## src/rtl/eomirq_pkg.sv

```systemverilog
package eomirq_pkg;
  localparam int NUM_COND = 3;
  localparam int NUM_ERR  = 4;
  localparam int C_EOM = 0;
  localparam int C_FMT = 1;
  localparam int C_BLK = 2;

  typedef enum logic [1:0] {
    MODE_BC  = 2'b00,
    MODE_MT  = 2'b01,
    MODE_RTU = 2'b10,
    MODE_RSV = 2'b11
  } mode_e;
endpackage

```

## src/rtl/eomirq_qual.sv

```systemverilog
module eomirq_qual
  import eomirq_pkg::*;
#(
  parameter int CNT_W = 16
) (
  input  logic                clk,
  input  logic                rst_n,
  input  logic                soft_rst,
  input  mode_e               mode,
  input  logic                msg_done,
  input  logic [NUM_ERR-1:0]  err_vec,
  input  logic [CNT_W-1:0]    msg_count,
  output logic [NUM_COND-1:0] cond,
  output logic [NUM_ERR-1:0]  cause_set
);
  logic [NUM_ERR-1:0] pend_q;
  logic [NUM_ERR-1:0] seen;
  logic               is_bc, active, blk_end;

  // faults accumulate over the message and are dropped at its end
  always_ff @(posedge clk or negedge rst_n) begin
    if (!rst_n)                   pend_q <= '0;
    else if (soft_rst || msg_done) pend_q <= '0;
    else                           pend_q <= pend_q | err_vec;
  end

  always_comb begin
    seen    = pend_q | err_vec;
    is_bc   = (mode == MODE_BC);
    active  = is_bc || (mode == MODE_RTU);
    blk_end = &msg_count;
    cond          = '0;
    cond[C_EOM]   = msg_done && active;
    cond[C_FMT]   = msg_done && active && (|seen);
    cond[C_BLK]   = msg_done && is_bc && blk_end;
    cause_set     = (msg_done && active) ? seen : '0;
  end
endmodule

```

## src/rtl/eomirq_flags.sv

```systemverilog
module eomirq_flags #(
  parameter int W = 3
) (
  input  logic         clk,
  input  logic         rst_n,
  input  logic         soft_rst,
  input  logic         rd,
  input  logic [W-1:0] set,
  output logic [W-1:0] q
);
  for (genvar i = 0; i < W; i++) begin : g_bit
    always_ff @(posedge clk or negedge rst_n) begin
      if (!rst_n)        q[i] <= 1'b0;
      else if (soft_rst) q[i] <= 1'b0;
      else if (set[i])   q[i] <= 1'b1;
      else if (rd)       q[i] <= 1'b0;
    end
  end
endmodule

```

## src/rtl/eomirq_out.sv

```systemverilog
module eomirq_out
  import eomirq_pkg::*;
(
  input  logic                clk,
  input  logic                rst_n,
  input  logic                soft_rst,
  input  logic [NUM_COND-1:0] cond,
  input  logic [NUM_COND-1:0] mask,
  input  logic                stop_on_err,
  output logic                irq_n,
  output logic                halt_req
);
  logic fire;
  assign fire = |(cond & mask);

  always_ff @(posedge clk or negedge rst_n) begin
    if (!rst_n) begin
      irq_n    <= 1'b1;
      halt_req <= 1'b0;
    end else if (soft_rst) begin
      irq_n    <= 1'b1;
      halt_req <= 1'b0;
    end else begin
      irq_n <= ~fire;
      if (cond[C_FMT] && stop_on_err) halt_req <= 1'b1;
      else if (!stop_on_err)          halt_req <= 1'b0;
    end
  end
endmodule

```

## src/rtl/eom_irq_gen.sv

```systemverilog
module eom_irq_gen
  import eomirq_pkg::*;
#(
  parameter int CNT_W = 16
) (
  input  logic             clk,
  input  logic             rst_n,
  input  logic             soft_rst,
  input  logic [1:0]       mode,
  input  logic             msg_done,
  input  logic [3:0]       err_vec,
  input  logic [CNT_W-1:0] msg_count,
  input  logic [2:0]       mask,
  input  logic             stop_on_err,
  input  logic             flag_rd,
  output logic             irq_n,
  output logic [2:0]       flags,
  output logic [3:0]       cause,
  output logic             halt_req
);
  logic [NUM_COND-1:0] cond;
  logic [NUM_ERR-1:0]  cause_set;

  eomirq_qual #(.CNT_W(CNT_W)) u_qual (
    .clk(clk), .rst_n(rst_n), .soft_rst(soft_rst), .mode(mode_e'(mode)),
    .msg_done(msg_done), .err_vec(err_vec), .msg_count(msg_count),
    .cond(cond), .cause_set(cause_set)
  );

  eomirq_flags #(.W(NUM_COND)) u_cond_flags (
    .clk(clk), .rst_n(rst_n), .soft_rst(soft_rst), .rd(flag_rd),
    .set(cond), .q(flags)
  );

  eomirq_flags #(.W(NUM_ERR)) u_cause_flags (
    .clk(clk), .rst_n(rst_n), .soft_rst(soft_rst), .rd(flag_rd),
    .set(cause_set), .q(cause)
  );

  eomirq_out u_out (
    .clk(clk), .rst_n(rst_n), .soft_rst(soft_rst), .cond(cond), .mask(mask),
    .stop_on_err(stop_on_err), .irq_n(irq_n), .halt_req(halt_req)
  );
endmodule

```

## config.mk

```make
export PLATFORM = sky130hd
export DESIGN_NAME = eom_irq_gen
export DESIGN_NICKNAME = d
export VERILOG_FILES = /design/src/rtl/eomirq_pkg.sv /design/src/rtl/eomirq_qual.sv /design/src/rtl/eomirq_flags.sv /design/src/rtl/eomirq_out.sv /design/src/rtl/eom_irq_gen.sv
export SDC_FILE = /design/constraint.sdc
export NUM_CORES = 1
export LEC_CHECK = 0
export ABC_AREA = 1
export ABC_CLOCK_PERIOD_IN_PS = 1900
export BUFFER_PORTS_ARGS = -buffer_cell sky130_fd_sc_hd__buf_2
export CORE_MARGIN = 5
export CORE_UTILIZATION = 30
export DETAILED_ROUTE_END_ITERATION = 12
export GPL_TIMING_DRIVEN = 0
export PLACE_DENSITY = 0.62
export SYNTH_ARGS = -nofsm -noshare
export SYNTH_HDL_FRONTEND = slang
export SYNTH_SLANG_ARGS = --single-unit
```

## constraint.sdc

```tcl
create_clock -name clk -period 1.9 [get_ports clk]
set_clock_uncertainty 0.05 [all_clocks]
set_input_delay 0.285 -clock clk [delete_from_list [all_inputs] [get_ports clk]]
set_output_delay 0.285 -clock clk [all_outputs]
set_load 0.005 [all_outputs]
```

# Yosys cells after proc, flatten, opt, wreduce, memory -nomap -nowiden
# Cells that the tools add are included.
dict set report totals {
  mem_bits_ro 0
  inputBits 31
  mem_count 0
  out_inout_bits 9
  register_bits 13
  mem_bits_rw 0
  elab_cells 54
  latchBits 0
}
dict set report op_classes {
  multipliers 0
  n_addsub 0
  bitwise_logic 3
  n_eq_ne 2
  n_reduce_logical 18
  div 0
  magnitude_cmp 0
  n_shift 0
  muxes 21
}
# operator n
set op_table {}
lappend op_table {{$reduce_bool 3->1} 7}
lappend op_table {{$mux 1} 19}
lappend op_table {{$reduce_and 16->1} 1}
lappend op_table {{$mux 4} 2}
lappend op_table {{$logic_and 1x1->1} 5}
lappend op_table {{$or 4x4->4} 1}
lappend op_table {{$reduce_or 4->1} 1}
lappend op_table {{$and 3x3->3} 1}
lappend op_table {{$ne 3x2->1 const B} 1}
lappend op_table {{$reduce_or 3->1} 1}
lappend op_table {{$eq 2x2->1 const B} 1}
lappend op_table {{$logic_not 2->1} 1}
lappend op_table {{$logic_or 1x1->1} 2}
lappend op_table {{$not 1->1} 1}

# Longest topological paths before layout
# Gate-level depths: netlist (run 1).
dict set report logic_depth {
  word_depth 8
  ltp_mapped 7
  depth_no_buf 7
}

# Cells and area by module
# A second synthesis (run 1) with hierarchy kept.
dict set report unflattened {
  cells_unflattened 81
  hier_area_um2 605.6
}
# module area_per_inst_um2 cells_each n_inst seq_area_each_um2
set by_module_without_submodules {}
lappend by_module_without_submodules {eomirq_qual 251.5 41 1 100.1}
lappend by_module_without_submodules {{eomirq_flags at u_cause_flags} 153.9 17 1 100.1}
lappend by_module_without_submodules {{eomirq_flags at u_cond_flags} 116.4 13 1 75.1}
lappend by_module_without_submodules {eomirq_out 83.8 10 1 51.3}

# Worst setup path after synthesis (run 1)
# No wires, ideal clock.
dict set report synth_timing {
  kind {flip-flop to flip-flop}
  from {reg u_qual.pend_q[0]}
  to {reg u_cond_flags.q[1]}
  path_slack_ns 0.888
  period_less_slack_ns 1.012
  setup_ns 0.131
  path_stages_with_launch 5
  n_path_buf 0
  arrival_ns 0.831
  required_ns 1.719
  cell_sequence {dfrtp_1 > nor2_1 > nand2_1 > o21ai_0 > o22ai_1}
}
dict set report synth_via {
  elab_chain_len 5
  elab_cells_between_ends 6
  cone_classes {mux: 2; bitwise: 1; reduce/logical: 3}
}
# element line_no
set synth_lines {}
lappend synth_lines {{from (decl)} eomirq_qual.sv:16} ;# logic [NUM_ERR-1:0] pend_q;
lappend synth_lines {{from (signal assigned)} eomirq_qual.sv:24} ;# else pend_q <= pend_q | err_vec;
lappend synth_lines {{$or 4x4->4 (*)} eomirq_qual.sv:28} ;# seen = pend_q | err_vec;
lappend synth_lines {{$reduce_or 4->1 (*)} eomirq_qual.sv:34} ;# cond[C_FMT] = msg_done && active && (|seen);
lappend synth_lines {{$logic_and 1x1->1 (*)} eomirq_qual.sv:34}
lappend synth_lines {{$mux 1} eomirq_flags.sv:15} ;# else if (set[i]) q[i] <= 1'b1;
lappend synth_lines {{$mux 1} eomirq_flags.sv:14} ;# else if (soft_rst) q[i] <= 1'b0;
lappend synth_lines {{to (signal, indexed assignment)} eomirq_flags.sv:14}
lappend synth_lines {{to (signal, indexed assignment)} eomirq_flags.sv:15}
lappend synth_lines {{to (signal, indexed assignment)} eomirq_flags.sv:16} ;# else if (rd) q[i] <= 1'b0;
lappend synth_lines {{to (decl)} eomirq_flags.sv:9} ;# output logic [W-1:0] q
# Every way passes the cells marked *; elsewhere a longest branch is shown, timed or not.
# A chain may end at the register's enable or synchronous reset.

# Worst setup path after layout (run 1)
dict set report layout_timing {
  from {reg u_out.irq_n}
  to {out irq_n}
}
# element line_no
set layout_lines {}
lappend layout_lines {{from (decl)} eomirq_out.sv:10} ;# output logic irq_n,
lappend layout_lines {{from (signal assigned)} eomirq_out.sv:24} ;# irq_n <= ~fire;
lappend layout_lines {{to (decl)} eom_irq_gen.sv:16} ;# output logic irq_n,
# No word-level cell between the ends.

==> results of run 1 <==
## cell families after synthesis
family,count (synthesis),synth area share
AO/OA/AOI/OAI,10,0.0972
buffers and inverters,14,0.0929
flip-flops,13,0.564
AND/OR/NAND/NOR,34,0.246
## worst max path at each step
stage                                          to                       start  slack [ps]  cells past startpoint
floorplan           u_cond_flags.q[1]$_DFFE_PN0P_  u_qual.pend_q[0]$_DFF_PN0_         890                      4
global placement    u_cond_flags.q[1]$_DFFE_PN0P_                  err_vec[1]         700                      5
detailed placement     u_out.halt_req$_DFFE_PN0P_                  err_vec[1]         720                      5
CTS                                         irq_n       u_out.irq_n$_DFF_PN1_         670                      1
global route                u_out.irq_n$_DFF_PN1_  u_qual.pend_q[1]$_DFF_PN0_         630                      7
finish                                      irq_n       u_out.irq_n$_DFF_PN1_         680                      1
## per-stage QoR
step | std cells | util | power, mW | instance area (um^2) | hold WS, ps
floorplan | 71 | - | 0.328 | 579 | -60.6
global placement | 135 | 0.452 | 0.376 | 806 | 134
detailed placement | 135 | 0.452 | 0.378 | 806 | 133
CTS | 140 | 0.472 | 0.548 | 842 | 180
global route | 140 | 0.472 | 0.571 | 842 | 215
finish | 140 | 0.472 | 0.538 | 842 | 187
## cells in the final DEF (no fill, tap or decap)
cell / n
buf_2: 39
nand2_1: 16
nor2_1: 13
inv_1: 13
dfrtp_1: 12
o22ai_1: 5
o21ai_0: 4
clkbuf_4: 3
nor3_2: 1
nor2_2: 1
nand4_1: 1
nand3_1: 1
or2_1: 1
clkbuf_2: 1
a21oi_1: 1
clkbuf_1: 1
dlygate4sd3_1: 1
dfstp_2: 1
## layer usage
layer  routed length [um]  global-route usage  vias to the layer above
met5                    0                   0                        -
met4                   46               0.102                        0
met3                  173              0.0277                        4
met2                  672               0.202                       31
met1                  528               0.108                      259
li1                     -                   -                      309
## flip-flops by register name (all words and copies together) (netlist names)
signal,cells
u_cause_flags.q,4
u_qual.pend_q,4
u_cond_flags.q,3
u_out.halt_req,1
u_out.irq_n,1
## report_power, final
group / switching, mW / internal (mW)
Clock: 0.0845 / 0.0813
Combinational: 0.0388 / 0.0402
Sequential: 0.00458 / 0.288
Total: 0.128 / 0.410
## area by class of cell
| cell class | instances | area (um^2) | area share |
|---|---|---|---|
| multi-input cells | 44 | 199 | 0.236 |
| well taps | 25 | 31.3 | 0.0371 |
| repair buffers | 40 | 205 | 0.244 |
| flip-flops and latches | 13 | 327 | 0.388 |
| plain buffers | 1 | 5.00 | 0.00594 |
| inverters | 13 | 48.8 | 0.0579 |
| clock buffers | 4 | 26.3 | 0.0312 |
==> impl_metrics.json, run 1 <==
{
  "whs_path_depth": 3,
  "cts_hold_buf": 1,
  "postCtsResizedCells": 0,
  "startpoint_type": "flip-flop",
  "grt_pass1_wl_um": 2290,
  "viasPerCell": 4.31,
  "power_leakage_nw": 0.459,
  "cts.sinks": 13,
  "diodes": 0,
  "crit_family": "flip-flops",
  "ys_types": 14,
  "synth_edf_count": 0,
  "clock_path_buffers": 2,
  "cts_buffers": 3,
  "clkLatencyLatePin_ps": 270,
  "routedWlPerCell_um": 10.2,
  "postRouteAntennaNets": 0,
  "required_ps": 1560,
  "syn_inst": 71,
  "pre_cts_ws_ps": 717,
  "netlist_top_cells_area": "dfrtp_1 (52%), nand2_1 (10%), inv_1 (8.4%)",
  "die_h_um": 53.9,
  "gr-total-overflow": 0,
  "synth.cell_area_um2": 579,
  "slowest_delay_ps": 510,
  "p_per_area_nw_per_um2": 639,
  "finalWorstPathRequiredPeriod_ps": 1220,
  "crit_type": "flip-flop to primary output",
  "ys_seq_area_frac": 0.564,
  "drt_first_pass_iters": 4,
  "cts_max_level": 1,
  "r2r-start": "u_qual.pend_q[1]$_DFF_PN0_",
  "critPathSlowestCell": "dfstp_2",
  "grt_max_degree": 14,
  "dieWidth_um": 53.9,
  "dp_hpwl_um": 1190,
  "ir_drop_mv": 0.212,
  "reg2reg_depth": 4,
  "cts-root-buf": "clkbuf_4",
  "yosys_warnings": 0,
  "slew_viol_final": 0,
  "ys_ff_latch": 13,
  "synth_top_area_share": 0.518,
  "max_cap_viol_count": 0,
  "drive_gt1_frac": 0.400,
  "drc": 0,
  "setup-tns-final_ps": 0,
  "antenna_found_initial": 0,
  "synth_common_cells": "nand2_1 (16), inv_1 (13), nor2_1 (13)",
  "clk_pin_slew_worst_paths_ps": 80,
  "r2r_slack_ps": 750,
  "port_buffers": 39,
  "grt_pass1_vias": 607,
  "synth_flop_cell": "dfrtp_1",
  "rsz0062_at_grt": "false",
  "max_slew_margin": 0.812,
  "endpoint_kind": "primary output",
  "hold_path_class": "input pin to flip-flop",
  "post-route-worst-setup-slack_ps": 682,
  "max_freq_mhz": 821,
  "hold_viol_final": 0,
  "synth_top_area_cell": "dfrtp_1",
  "hold_start": "stop_on_err",
  "post-synth-top-count-cell": "nand2_1",
  "area_growth_syn_to_layout_pct": 45.4,
  "cp_max_fo": 1,
  "worst_slew_pin_slew_ps": 282,
  "via_count": 603,
  "grt_usage": 0.114,
  "status": "finished, final reports clean",
  "cts_tree": "built",
  "routed_wl_um": 1420,
  "final-setup-viol-count": 0,
  "design.die.area_um2": 2910,
  "min_to": "u_out.halt_req$_DFFE_PN0P_",
  "period_share": 0.641,
  "finalNetCount": 147,
  "r2r_end": "u_cond_flags.q[1]$_DFFE_PN0P_",
  "arrival_ps": 880,
  "path_cells": "buf_2",
  "postCtsSetupBuffers": 0,
  "gp_routability_congestion": 0.729,
  "drt_iter0_drc": 7,
  "async_flop_share": 1.00,
  "syn_area_per_cell_um2": 8.16,
  "io_pins": 40,
  "syn-num-nets": 102,
  "initial_core_util": 0.325,
  "rows": 15,
  "coreArea_um2": 1780,
  "worst-path-buf-inv": 1,
  "fill_cells": 194
}
Power figures use the tool's default switching activity.
==> run 2, diff against run 1 <==
ABC_CLOCK_PERIOD_IN_PS = 1200   (was 1900)
clock period = 1.2 ns   (was 1.9 ns; I/O delays follow)
==> run 2 against run 1 <==
First-iteration DRC count is 29% lower. Global-route usage stayed put. Non-clock buffer count stayed put. Core utilization is 0.56 points higher. Routed wire length is 0.21% lower. Combinational power is 63% higher. Critical path depth stayed put. Worst setup slack worse by 590 ps. Sequential cell count stayed put. Via count is 0.17% lower. Critical path type unchanged. Largest power group unchanged.
==> impl_metrics.json, run 2 (same netlist as run 1, synthesis figures left out) <==
{
  "area_growth_syn_to_layout_pct": 47.1,
  "r2r-start": "u_qual.pend_q[1]$_DFF_PN0_",
  "post-route-worst-setup-slack_ps": 88.1,
  "grt_usage": 0.114,
  "path_cells": "buf_2",
  "drt_iter0_drc": 5,
  "clk_pin_slew_worst_paths_ps": 80,
  "power_leakage_nw": 0.460,
  "cts-root-buf": "clkbuf_4",
  "p_sw_frac": 0.238,
  "rsz0062_at_grt": "false",
  "slew_viol_final": 0,
  "max_cap_viol_count": 0,
  "largestRegisters": "u_cause_flags.q: 4 flops, u_qual.pend_q: 4 flops, u_cond_flags.q: 3 flops",
  "crit_family": "flip-flops",
  "routed_wl_um": 1420,
  "worst-path-buf-inv": 1,
  "gp_routability_congestion": 0.729,
  "setup-tns-final_ps": 0,
  "viasPerCell": 4.30,
  "hold_viol_final": 0,
  "finalWorstPathRequiredPeriod_ps": 1110,
  "initial_core_util": 0.325,
  "combPwrFrac": 0.151,
  "rows": 15,
  "required_ps": 970,
  "design.die.area_um2": 2910,
  "crit_path_start": "u_out.irq_n$_DFF_PN1_",
  "startpoint_type": "flip-flop",
  "cts.sinks": 13,
  "cp_max_fo": 1,
  "gr-total-overflow": 0,
  "postRouteAntennaNets": 0,
  "routedWlPerCell_um": 10.1,
  "clkLatencyLatePin_ps": 270,
  "dieWidth_um": 53.9,
  "dp_hpwl_um": 1190,
  "die_h_um": 53.9,
  "period_share": 0.927,
  "worst_slew_pin_slew_ps": 286,
  "internal-power_mw": 0.651,
  "cts_tree": "built",
  "grt_max_degree": 14,
  "cts_buffers": 3,
  "drt_first_pass_iters": 4,
  "final-setup-viol-count": 0,
  "hold_start": "stop_on_err",
  "slowest_delay_ps": 510,
  "switchingPower_mw": 0.204,
  "cts_max_level": 1,
  "drc": 0,
  "grt_pass1_wl_um": 2290,
  "pre_cts_ws_ps": 57.5,
  "io_pins": 40,
  "max_slew_margin": 0.809,
  "drive_gt1_frac": 0.435,
  "max_freq_mhz": 899,
  "p_seq_frac": 0.544,
  "hold_path_class": "input pin to flip-flop",
  "status": "finished, final reports clean",
  "p_per_area_nw_per_um2": 1000,
  "clock_path_buffers": 2,
  "endpoint_kind": "primary output",
  "arrival_ps": 880,
  "via_count": 602,
  "antenna_found_initial": 0,
  "layout_commonest_cell": "buf_2",
  "coreArea_um2": 1780,
  "critPathSlowestCell": "dfstp_2",
  "postCtsSetupBuffers": 0,
  "port_buffers": 39,
  "diodes": 0,
  "ir_drop_mv": 0.334,
  "finalNetCount": 147,
  "p_clk_frac": 0.305,
  "grt_pass1_vias": 607,
  "mostFrequentLayoutCells": "buf_2 (39), nand2_1 (16), inv_1 (13)",
  "crit_type": "flip-flop to primary output"
}
## run 2: worst paths after layout
path	cells past startpoint	slack, ps	end
worst max-delay path	1	90	irq_n
worst min-delay path	3	80	u_out.halt_req$_DFFE_PN0P_
worst max register to register	7	160	u_out.irq_n$_DFF_PN1_
worst min register to register	2	460	u_qual.pend_q[0]$_DFF_PN0_
max in group asynchronous	2	560	u_out.irq_n$_DFF_PN1_
min in group asynchronous	2	270	u_cause_flags.q[3]$_DFFE_PN0P_
## run 2: area by class of cell
cell class | count | area (um^2)
buffer | 1 | 5.00
inverter | 13 | 48.8
clock buffer | 4 | 26.3
tap | 25 | 31.3
multi-input combinational | 44 | 209
timing repair buffer | 40 | 205
fill | 194 | 931
sequential | 13 | 327
## run 2: power groups by stage
stage                     clock [mW]  combinational (mW)  sequential (mW)
after detailed placement           0               0.126            0.473
after global routing           0.294               0.149            0.468
final                          0.260               0.129            0.465
after floorplan                    0              0.0453            0.474
after CTS                      0.275               0.128            0.464
after global placement             0               0.124            0.472
## run 2: worst min-delay path, cell delays in order
cell and delay, ps:
buf_2 100, nand2_1 50, a21oi_1 40
## run 2: timing repair
| item | in CTS | in global routing |
|---|---|---|
| endpoints found under the setup margin | 0 | 3 |
| resized for setup | 0 | 6 |
| hold buffers | 1 | 0 |
| endpoints found under the hold margin | 13 | 0 |
## run 2: routing by layer
layer / global-route usage / share of wire
met2: 0.202 / 0.47
met3: 0.0277 / 0.12
met4: 0.102 / 0.032
met1: 0.108 / 0.37
met5: 0 / 0
## run 2: through the flow
stage / total power [mW] / instance area [um^2] / cells / util / hold WS, ps
after global routing: 0.910 / 852 / 140 / 0.478 / 110
after floorplan: 0.519 / 579 / 71 / - / -166
final: 0.855 / 852 / 140 / 0.478 / 82.4
after detailed placement: 0.598 / 806 / 135 / 0.452 / 28.4
after global placement: 0.595 / 806 / 135 / 0.452 / 29.3
after CTS: 0.867 / 842 / 140 / 0.472 / 74.7
